[src/rtl/mb_sad_pkg.sv]
package mb_sad_pkg;
    typedef enum logic [1:0] {
        SEARCH_IDLE   = 2'd0,
        SEARCH_RUN    = 2'd1,
        SEARCH_REPORT = 2'd2
    } search_state_e;
endpackage

[src/rtl/sad_absdiff.sv]
module sad_absdiff #(
    parameter int PIX_W = 8
) (
    input  logic [PIX_W-1:0] a_pix,
    input  logic [PIX_W-1:0] b_pix,
    output logic [PIX_W-1:0] mag
);
    always_comb begin
        if (a_pix >= b_pix) mag = a_pix - b_pix;
        else                mag = b_pix - a_pix;
    end
endmodule

[src/rtl/sad_accum.sv]
module sad_accum #(
    parameter int PIX_W = 8,
    parameter int SAD_W = 16
) (
    input  logic             clk,
    input  logic             rst,
    input  logic             step,
    input  logic             restart,
    input  logic [PIX_W-1:0] term,
    output logic [SAD_W-1:0] sum_now
);
    logic [SAD_W-1:0] acc_q;
    logic [SAD_W:0]   sum_wide;

    always_comb begin
        sum_wide = {1'b0, (restart ? {SAD_W{1'b0}} : acc_q)}
                 + {{(SAD_W+1-PIX_W){1'b0}}, term};
        sum_now  = sum_wide[SAD_W-1:0];
    end

    always_ff @(posedge clk) begin
        if (rst)       acc_q <= '0;
        else if (step) acc_q <= sum_now;
    end

    // the running total never wraps
    assert_no_overflow_R1: assert property (@(posedge clk) disable iff (rst)
        step |-> !sum_wide[SAD_W]);
endmodule

[src/rtl/sad_best_track.sv]
module sad_best_track #(
    parameter int SAD_W  = 16,
    parameter int DISP_W = 6
) (
    input  logic              clk,
    input  logic              rst,
    input  logic              rearm,
    input  logic              cand_done,
    input  logic [SAD_W-1:0]  cand_sad,
    input  logic [DISP_W-1:0] cand_dx,
    input  logic [DISP_W-1:0] cand_dy,
    output logic [SAD_W-1:0]  best_sad,
    output logic [DISP_W-1:0] best_dx,
    output logic [DISP_W-1:0] best_dy
);
    always_ff @(posedge clk) begin
        if (rst || rearm) begin
            best_sad <= {SAD_W{1'b1}};
            best_dx  <= '0;
            best_dy  <= '0;
        end else if (cand_done && (cand_sad < best_sad)) begin
            best_sad <= cand_sad;
            best_dx  <= cand_dx;
            best_dy  <= cand_dy;
        end
    end

    // within a search the best value only moves down
    assert_best_never_rises_R2: assert property (@(posedge clk) disable iff (rst)
        !$past(rearm) |-> best_sad <= $past(best_sad));
endmodule

[src/rtl/mb_sad_skip.sv]
module mb_sad_skip
    import mb_sad_pkg::*;
#(
    parameter int PIX_W   = 8,
    parameter int MB_SIDE = 16,
    parameter int DISP_W  = 6,
    localparam int SAMPLES = MB_SIDE * MB_SIDE,
    localparam int SAD_W   = $clog2(SAMPLES * ((1 << PIX_W) - 1) + 1)
) (
    input  logic              clk,
    input  logic              rst,
    input  logic              thr_load,
    input  logic [SAD_W-1:0]  thr_value,
    input  logic              in_valid,
    output logic              in_ready,
    input  logic [PIX_W-1:0]  cur_pix,
    input  logic [PIX_W-1:0]  ref_pix,
    input  logic              cand_first,
    input  logic              cand_last,
    input  logic              search_last,
    input  logic [DISP_W-1:0] cand_dx,
    input  logic [DISP_W-1:0] cand_dy,
    output logic              done,
    output logic [SAD_W-1:0]  best_sad,
    output logic [DISP_W-1:0] best_dx,
    output logic [DISP_W-1:0] best_dy,
    output logic              skip
);
    search_state_e     state_q, state_d;
    logic              accept, step, cand_done, finish;
    logic [PIX_W-1:0]  term;
    logic [SAD_W-1:0]  cand_sad;
    logic [SAD_W-1:0]  thresh_q;
    logic [DISP_W-1:0] dx_q, dy_q, dx_use, dy_use;

    assign accept    = in_valid && in_ready;
    assign step      = accept && ((state_q == SEARCH_RUN) ||
                                  (state_q == SEARCH_IDLE && cand_first));
    assign cand_done = step && cand_last;
    assign finish    = cand_done && search_last;
    assign dx_use    = cand_first ? cand_dx : dx_q;
    assign dy_use    = cand_first ? cand_dy : dy_q;

    sad_absdiff #(.PIX_W(PIX_W)) u_absdiff (
        .a_pix (cur_pix),
        .b_pix (ref_pix),
        .mag   (term)
    );

    sad_accum #(.PIX_W(PIX_W), .SAD_W(SAD_W)) u_accum (
        .clk     (clk),
        .rst     (rst),
        .step    (step),
        .restart (cand_first),
        .term    (term),
        .sum_now (cand_sad)
    );

    sad_best_track #(.SAD_W(SAD_W), .DISP_W(DISP_W)) u_best (
        .clk       (clk),
        .rst       (rst),
        .rearm     (state_q == SEARCH_REPORT),
        .cand_done (cand_done),
        .cand_sad  (cand_sad),
        .cand_dx   (dx_use),
        .cand_dy   (dy_use),
        .best_sad  (best_sad),
        .best_dx   (best_dx),
        .best_dy   (best_dy)
    );

    // next-state logic
    always_comb begin
        state_d = state_q;
        unique case (state_q)
            SEARCH_IDLE:   if (step) state_d = finish ? SEARCH_REPORT : SEARCH_RUN;
            SEARCH_RUN:    if (finish) state_d = SEARCH_REPORT;
            SEARCH_REPORT: state_d = SEARCH_IDLE;
            default:       state_d = SEARCH_IDLE;
        endcase
    end

    // state register
    always_ff @(posedge clk) begin
        if (rst) state_q <= SEARCH_IDLE;
        else     state_q <= state_d;
    end

    // datapath registers: displacement capture and threshold
    always_ff @(posedge clk) begin
        if (rst) begin
            dx_q     <= '0;
            dy_q     <= '0;
            thresh_q <= '0;
        end else begin
            if (step && cand_first) begin
                dx_q <= cand_dx;
                dy_q <= cand_dy;
            end
            if (thr_load && state_q == SEARCH_IDLE) thresh_q <= thr_value;
        end
    end

    // outputs
    always_comb begin
        in_ready = 1'b1;
        done     = 1'b0;
        skip     = 1'b0;
        unique case (state_q)
            SEARCH_IDLE, SEARCH_RUN: in_ready = 1'b1;
            SEARCH_REPORT: begin
                in_ready = 1'b0;
                done     = 1'b1;
                skip     = best_sad < thresh_q;
            end
            default: in_ready = 1'b1;
        endcase
    end

    assert_done_after_final_R4: assert property (@(posedge clk) disable iff (rst)
        finish |=> done);
    assert_done_one_cycle_R4: assert property (@(posedge clk) disable iff (rst)
        done |=> !done);
    assert_thresh_frozen_R6: assert property (@(posedge clk) disable iff (rst)
        (state_q != SEARCH_IDLE) |=> $stable(thresh_q));
    assert_best_rearmed_R7: assert property (@(posedge clk) disable iff (rst)
        done |=> best_sad == {SAD_W{1'b1}});
    assert_stray_ignored_R8: assert property (@(posedge clk) disable iff (rst)
        (state_q == SEARCH_IDLE && accept && !cand_first) |=> state_q == SEARCH_IDLE);
endmodule

[config.mk]
export PLATFORM = sky130hd
export DESIGN_NAME = mb_sad_skip
export DESIGN_NICKNAME = d
export VERILOG_FILES = /design/src/rtl/mb_sad_pkg.sv /design/src/rtl/sad_absdiff.sv /design/src/rtl/sad_accum.sv /design/src/rtl/sad_best_track.sv /design/src/rtl/mb_sad_skip.sv
export SDC_FILE = /design/constraint.sdc
export NUM_CORES = 1
export LEC_CHECK = 0
export BUFFER_PORTS_ARGS = -buffer_cell sky130_fd_sc_hd__buf_2
export CAP_MARGIN = 20
export CORE_MARGIN = 5
export CORE_UTILIZATION = 45
export DETAILED_ROUTE_END_ITERATION = 8
export PLACE_DENSITY = 0.67
export RECOVER_POWER = 100
export SLEW_MARGIN = 20
export SYNTH_ARGS = -nofsm -noshare
export SYNTH_HDL_FRONTEND = slang
export SYNTH_SLANG_ARGS = --single-unit
[constraint.sdc]
create_clock -name clk -period 8.65 [get_ports clk]
set_input_delay 1.2975 -clock clk [delete_from_list [all_inputs] [get_ports clk]]
set_output_delay 1.2975 -clock clk [all_outputs]
set_load 0.005 [all_outputs]
==> summary.txt, run 1 <==
Outcome
  – Outcome: finished, violations left
  – Violations in the final reports: capacitance limit, slew limit

Cells and area
  – Area of the multi-input gates: 3039 µm²
  – Area Overhead vs Synth: 11.38%
  – Register area: 1481 µm²
  – Ant diodes: 0
  – Share of layout cells above drive strength 1: 0.1277
  – FILL cells: 1054
  – Final nets: 791

Route
  – Vias per std cell: 5.431
  – Initial DRC Count: 161
  – Remaining DRCs: 0
  – Post-DR wirelength/cell: 14.28 µm
  – Detailed Route WL: 11840 µm
  – DR vias: 4502
  – Drt first pass iters: 4
  – Post-DRT Antenna Nets: 0

Floorplanning
  – Total Die Area: 13190 µm²
  – Die boundary width: 114.8 µm
  – Initial core utilization: 0.4583
  – Core area: 10790 µm²
  – # IOs: 82
  – Site Rows: 38
  – Die Ht: 114.8 µm

CTS
  – CTS tree: yes
  – Buffers inserted by post-CTS timing repair: 0
  – Post-CTS Hold Fix Bufs: 0
  – Post-CTS sizing: 0
  – # clock sinks: 74
  – Root buffer cell: clkbuf_8
  – H-tree Lvls: 3
  – Worst-path clk slew: 80 ps
  – Clock Path Buffers: 2
  – Clk_lat worst skew: 350 ps
  – TritonCTS Buffers: 9

Placement
  – Placer Congestion: 0.8452
  – DP HPWL: 9245 µm
  – Port bufs: 81

Logic synthesis
  – Count of cell types in the netlist: 61
  – EDFF count, synth: 0
  – Syn avg cell area: 8.003 µm²
  – Synth cell count leaders: 94 x nand2_1, 74 x dfxtp_1, 67 x a21oi_1, 67 x inv_1, 53 x ha_1
  – Synth Cell Area: 4946 µm²
  – Synth Register Bits: 74
  – Yosys top cell by area: dfxtp_1
  – Async SR Flop Fraction: 0
  – Synth warn: 0
  – Synth area leaders: dfxtp_1 30%, ha_1 13%, nand2_1 7.1%
  – Synth Instances: 618
  – Most common cell in the netlist: nand2_1
  – Sequential share of the synthesized area: 0.2995
  – Syn nets: 725
  – Yosys top cell area share: 0.2995
  – Synth Flop Type: dfxtp_1

Global routing
  – Met1 usage: 0.2258
  – Largest net degree at the start of global routing: 47
  – Grt ovf: 0
  – First-pass GRT wire length: 19800 µm
  – Met2 GRT Util: 0.3187
  – Global Route Usage Sum: 0.1811
  – Grt met3 use: 0.04158
  – Layer with the highest usage: met2
  – Number of global-route vias before repair: 4430
  – Initial antenna violation count: 0

Timing
  – Setup violators final: 0
  – Slew HR: -0.3737
  – Worst clock skew: 13.23 ps
  – Final count of pins violating max slew: 43
  – Final worst-path cycle share: 0.8466
  – Setup TNS: 0 ps
  – Min Tclk post-route: 7323 ps
  – Fmax: 136.6 MHz
  – RSZ-0062 raised after global routing: false
  – Final hold vios: 0
  – Pin slew with the least headroom to its limit: 2060 ps

Critical path
  – Critical path class: input pin to register
  – CP endpoint kind: register
  – WP buf/inv: 4
  – Worst Path Arrival: 7560 ps
  – Top Family by Delay on Critical Path: compound AO/OA/AOI/OAI gates
  – Critical path's most frequent cell: a21o_1
  – Critical path required time: 8880 ps
  – CP Launch Type: input pin
  – R2r worst-path depth: 18
  – Crit path depth: 26
  – Maximum fanout along the worst path: 34
  – Slowest CP cell: a2111oi_0
  – Slowest stage delay, CP: 560 ps

Worst hold path
  – Hold Path Depth: 2
  – Hold Crit Class: register to register

Power and ir drop
  – VDD IR-drop max: 0.08494 mV
  – Clk network pwr share: 0.275
  – PD cells: 158.0 nW/µm²
  – Design Power: 870.2 µW
  – Sequential power share: 0.432
  – Net Sw Power: 299.3 µW
  – Net Sw Frac: 0.3439
  – Static leakage: 0.002522 µW
  – Logic pwr share: 0.293
  – Int Power: 571.0 µW

Run
  – Max-cap violations: 1
==> flip-flops by register name, indices dropped and copies added, names as in the netlist <==
name / flops
thresh_q: 16
u_accum.acc_q: 16
u_best.best_sad: 16
dx_q: 6
dy_q: 6
u_best.best_dx: 6
u_best.best_dy: 6
state_q: 2
==> final timing paths <==
kind | from | end | slack, ps
worst max-delay path | cur_pix[0] | u_best.best_sad[9] | 1330
worst min-delay path | u_accum.acc_q[5] | u_accum.acc_q[5] | 450
worst max register to register | u_accum.acc_q[0] | u_best.best_sad[9] | 3730
worst min register to register | u_accum.acc_q[5] | u_accum.acc_q[5] | 450
==> per-layer routing <==
layer | vias to the layer above | share of wire
li1 | 2272 | -
met1 | 2121 | 0.45
met2 | 96 | 0.49
met3 | 13 | 0.051
met4 | 0 | 0.0084
met5 | - | 0
==> area by class of cell <==
class / count / share of cell area
clock buffer: 10 / 0.02317
tap: 140 / 0.03180
sequential: 74 / 0.2689
inverter: 68 / 0.04633
clock inverter: 6 / 0.007722
timing repair buffer: 83 / 0.07041
multi-input combinational: 448 / 0.5517
==> worst min-delay path, delay by kind of cell, from the launching register on <==
kind             cells  cell delay [ps]
flip-flops           1              310
AND/OR/NAND/NOR      1               50
AO/OA/AOI/OAI        1               50
==> per-stage QoR <==
step	setup WS [ps]	area, µm²	cells	hold slack, ps	util
detailed placement	1331	5408	813	442.9	0.5010
global route	746.5	5509	829	475.8	0.5104
CTS	1692	5578	829	452.6	0.5168
global placement	1574	5408	813	438.0	0.5010
floorplan	2465	4946	618	431.8	-
finish	1327	5509	829	451.5	0.5104
==> logic make-up after synthesis <==
| logic type | after synthesis | synth area share |
|---|---|---|
| fa+ha+maj | 56 | 0.1462 |
| mux | 19 | 0.03946 |
| flops | 74 | 0.2995 |
| simple gates | 190 | 0.1735 |
| compound gates | 168 | 0.2360 |
| xor+xnor | 15 | 0.02656 |
| buf+inv | 96 | 0.07867 |
==> placed cells by master (no fill, tap or decap), types with 13 or more instances in the layout <==
cell type and n:
mux2i_1 18, a21o_1 15, buf_2 58, nor2_1 34, inv_1 67, nand3_1 13, o211ai_1 14, dfxtp_1 74
nor2b_1 15, o21ai_0 19, clkbuf_1 22, ha_1 53, nand2_1 94, a21oi_1 67
==> power by group through the flow <==
stage / combinational (µW) / clock, µW / sequential, µW
finish: 255 / 239 / 376
global route: 290 / 262 / 379
CTS: 261 / 247 / 376
detailed placement: 260 / 0 / 384
global placement: 251 / 0 / 383
floorplan: 195 / 0 / 381
Power figures use the tool's default switching activity.
==> inputs of run 2 (changes only) <==
--- a/config.mk
+++ b/config.mk
@@ -10,7 +10,7 @@
 export CORE_MARGIN = 5
 export CORE_UTILIZATION = 45
 export DETAILED_ROUTE_END_ITERATION = 8
-export PLACE_DENSITY = 0.67
+export PLACE_DENSITY = 0.7
 export RECOVER_POWER = 100
 export SLEW_MARGIN = 20
 export SYNTH_ARGS = -nofsm -noshare
==> constraint.sdc (replaced) <==
create_clock -name clk -period 6.5 [get_ports clk]
set_input_delay 0.975 -clock clk [delete_from_list [all_inputs] [get_ports clk]]
set_output_delay 0.975 -clock clk [all_outputs]
set_load 0.005 [all_outputs]
==> run 2 against run 1 <==
The run now ends clean. Non-clock buffer count increased by 5. Flip-flop and latch count unchanged. Sequential share of layout area decreased by 0.49 points. Total power increased by 43%. Combinational power increased by 36%. Utilization increased by 0.95 points. Clock power increased by 66%. Final area increased by 1.9%. Critical path depth unchanged. Largest power group unchanged. Global-route usage increased by 0.54 points. Die area unchanged.
==> summary.txt, run 2 (same netlist as run 1, synthesis figures left out) <==
Cells and area
  – Ant diodes: 0 (unchanged)
  – Share of layout cells above drive strength 1: 0.1311 (+0.003403)
  – Most frequent cells in the layout: 94 x nand2_1, 74 x dfxtp_1, 67 x inv_1, 67 x a21oi_1, 54 x buf_2
  – Final nets: 796 (+0.63%)
  – FILL cells: 1050 (-0.38%)
  – Largest regs: thresh_q: 16 flops, u_accum.acc_q: 16 flops, u_best.best_sad: 16 flops
  – Area Overhead vs Synth: 13.46%
  – Most common cell after layout, fill and taps aside: nand2_1

Timing
  – Min Tclk post-route: 6067 ps
  – Setup violators final: 0 (unchanged)
  – Final count of pins violating max slew: 0 (-100%)
  – Worst clock skew: 10.55 ps (-2.676 ps)
  – Fmax: 164.8 MHz
  – Pin slew with the least headroom to its limit: 1439 ps (-621.3 ps)
  – Slew HR: 0.03631 (+0.4100)
  – Final hold vios: 0 (unchanged)
  – RSZ-0062 raised after global routing: false
  – Final worst-path cycle share: 0.9333
  – Setup TNS: 0 ps (unchanged)

CTS
  – # clock sinks: 74 (unchanged)
  – Clock Path Buffers: 2 (unchanged)
  – Post-CTS sizing: 0 (unchanged)
  – Root buffer cell: clkbuf_8
  – CTS tree: yes
  – Clk_lat worst skew: 350 ps (about the same)
  – Worst-path clk slew: 70 ps (about the same)
  – TritonCTS Buffers: 9 (unchanged)
  – H-tree Lvls: 3 (unchanged)
  – Post-CTS Hold Fix Bufs: 0 (unchanged)
  – Buffers inserted by post-CTS timing repair: 0 (unchanged)

Placement
  – Placer Congestion: 0.8491 (+0.46%)
  – DP HPWL: 9264 µm (+0.20%)
  – Port bufs: 81 (unchanged)

Global routing
  – Global Route Usage Sum: 0.1865 (+0.005443)
  – Largest net degree at the start of global routing: 47 (unchanged)
  – First-pass GRT wire length: 20350 µm (+2.8%)
  – Number of global-route vias before repair: 4410 (-0.45%)
  – Grt ovf: 0 (unchanged)
  – Initial antenna violation count: 0 (unchanged)

Critical path
  – R2r worst-path depth: 18 (unchanged)
  – Maximum fanout along the worst path: 32 (-5.9%)
  – Critical path required time: 6740 ps (-2140 ps)
  – Critical path class: input pin to register
  – CP endpoint kind: register
  – CP Launch Type: input pin
  – Worst Path Arrival: 6310 ps (-1250 ps)

Route
  – Detailed Route WL: 11930 µm (+0.81%)
  – DR vias: 4465 (-0.82%)
  – Initial DRC Count: 215 (+34%)
  – Post-DRT Antenna Nets: 0 (unchanged)
  – Post-DR wirelength/cell: 14.31 µm (+0.21%)
  – Remaining DRCs: 0 (unchanged)
  – Vias per std cell: 5.354 (-1.4%)
  – Drt first pass iters: 8 (+4)

Floorplanning
  – Die boundary width: 114.8 µm (unchanged)
  – Die Ht: 114.8 µm (unchanged)
  – # IOs: 82 (unchanged)
  – Site Rows: 38 (unchanged)
  – Total Die Area: 13190 µm² (unchanged)
  – Initial core utilization: 0.4583 (unchanged)
  – Core area: 10790 µm² (unchanged)

Power and ir drop
  – PD cells: 222.0 nW/µm² (+41%)
  – VDD IR-drop max: 0.1388 mV (+63%)
  – Design Power: 1246 µW (+43%)
  – Static leakage: 0.002565 µW (+1.7%)

Worst hold path
  – Hold Path Depth: 2 (unchanged)
  – Hold Crit Class: register to register

Outcome
  – Outcome: complete, no violations

Run
  – Max-cap violations: 0 (-1)
==> run 2: critical path, stage by stage <==
cell and delay (ps):
buf_2 110, inv_1 50, ha_1 170, inv_1 60
fa_1 380, a21oi_1 190, o21ai_1 160, o31a_1 320
a221oi_1 290, o221ai_1 190, xor2_1 170, ha_1 360
a21o_1 180, a21oi_1 230, nand2b_1 180, a21oi_1 90
xnor2_1 230, nor2_1 80, ha_1 310, a21o_1 180
a21o_1 170, a2111oi_2 410, o221a_1 310, buf_12 200
o21ai_0 100, a21o_1 200
==> run 2: final timing paths <==
path | from | to | slack, ps
min reg2reg | dx_q[4] | dx_q[4] | 450
min | dx_q[4] | dx_q[4] | 450
max | cur_pix[0] | u_best.best_sad[11] | 430
max reg2reg | u_accum.acc_q[0] | u_best.best_sad[11] | 2300
==> run 2: power by group <==
part	internal (µW)	total, µW	leakage, µW	switching [µW]
clock	220	397	0.000116	177
combinational	143	348	0.00184	205
sequential	481	500	0.000606	18.9
==> run 2: layout make-up <==
type,count,area (µm²),share of cell area
clock buffer,13,178.9,0.03188
clock inverter,3,43.79,0.007804
inverter,68,255.2,0.04549
multi-input combinational,448,3050,0.5436
sequential,74,1481,0.2640
tap,140,175.2,0.03122
timing repair buffer,88,426.7,0.07603
==> run 2: routing by layer <==
layer | vias up | GRT usage | wire length, µm
li1 | 2291 | - | -
met1 | 2064 | 0.2426 | 5562
met2 | 96 | 0.3079 | 5612
met3 | 14 | 0.04421 | 581
met4 | 0 | 0.05556 | 178
met5 | - | 0 | 0
==> run 2: stage by stage <==
step	area (µm²)	util	instances	hold slack (ps)	setup WS [ps]
floorplan	4946	-	618	431.8	637.7
global placement	5458	0.5057	818	440.0	245.1
detailed placement	5458	0.5057	818	445.5	127.5
CTS	5680	0.5263	834	456.5	479.4
global route	5612	0.5199	834	468.0	30.40
finish	5612	0.5199	834	454.5	433.3
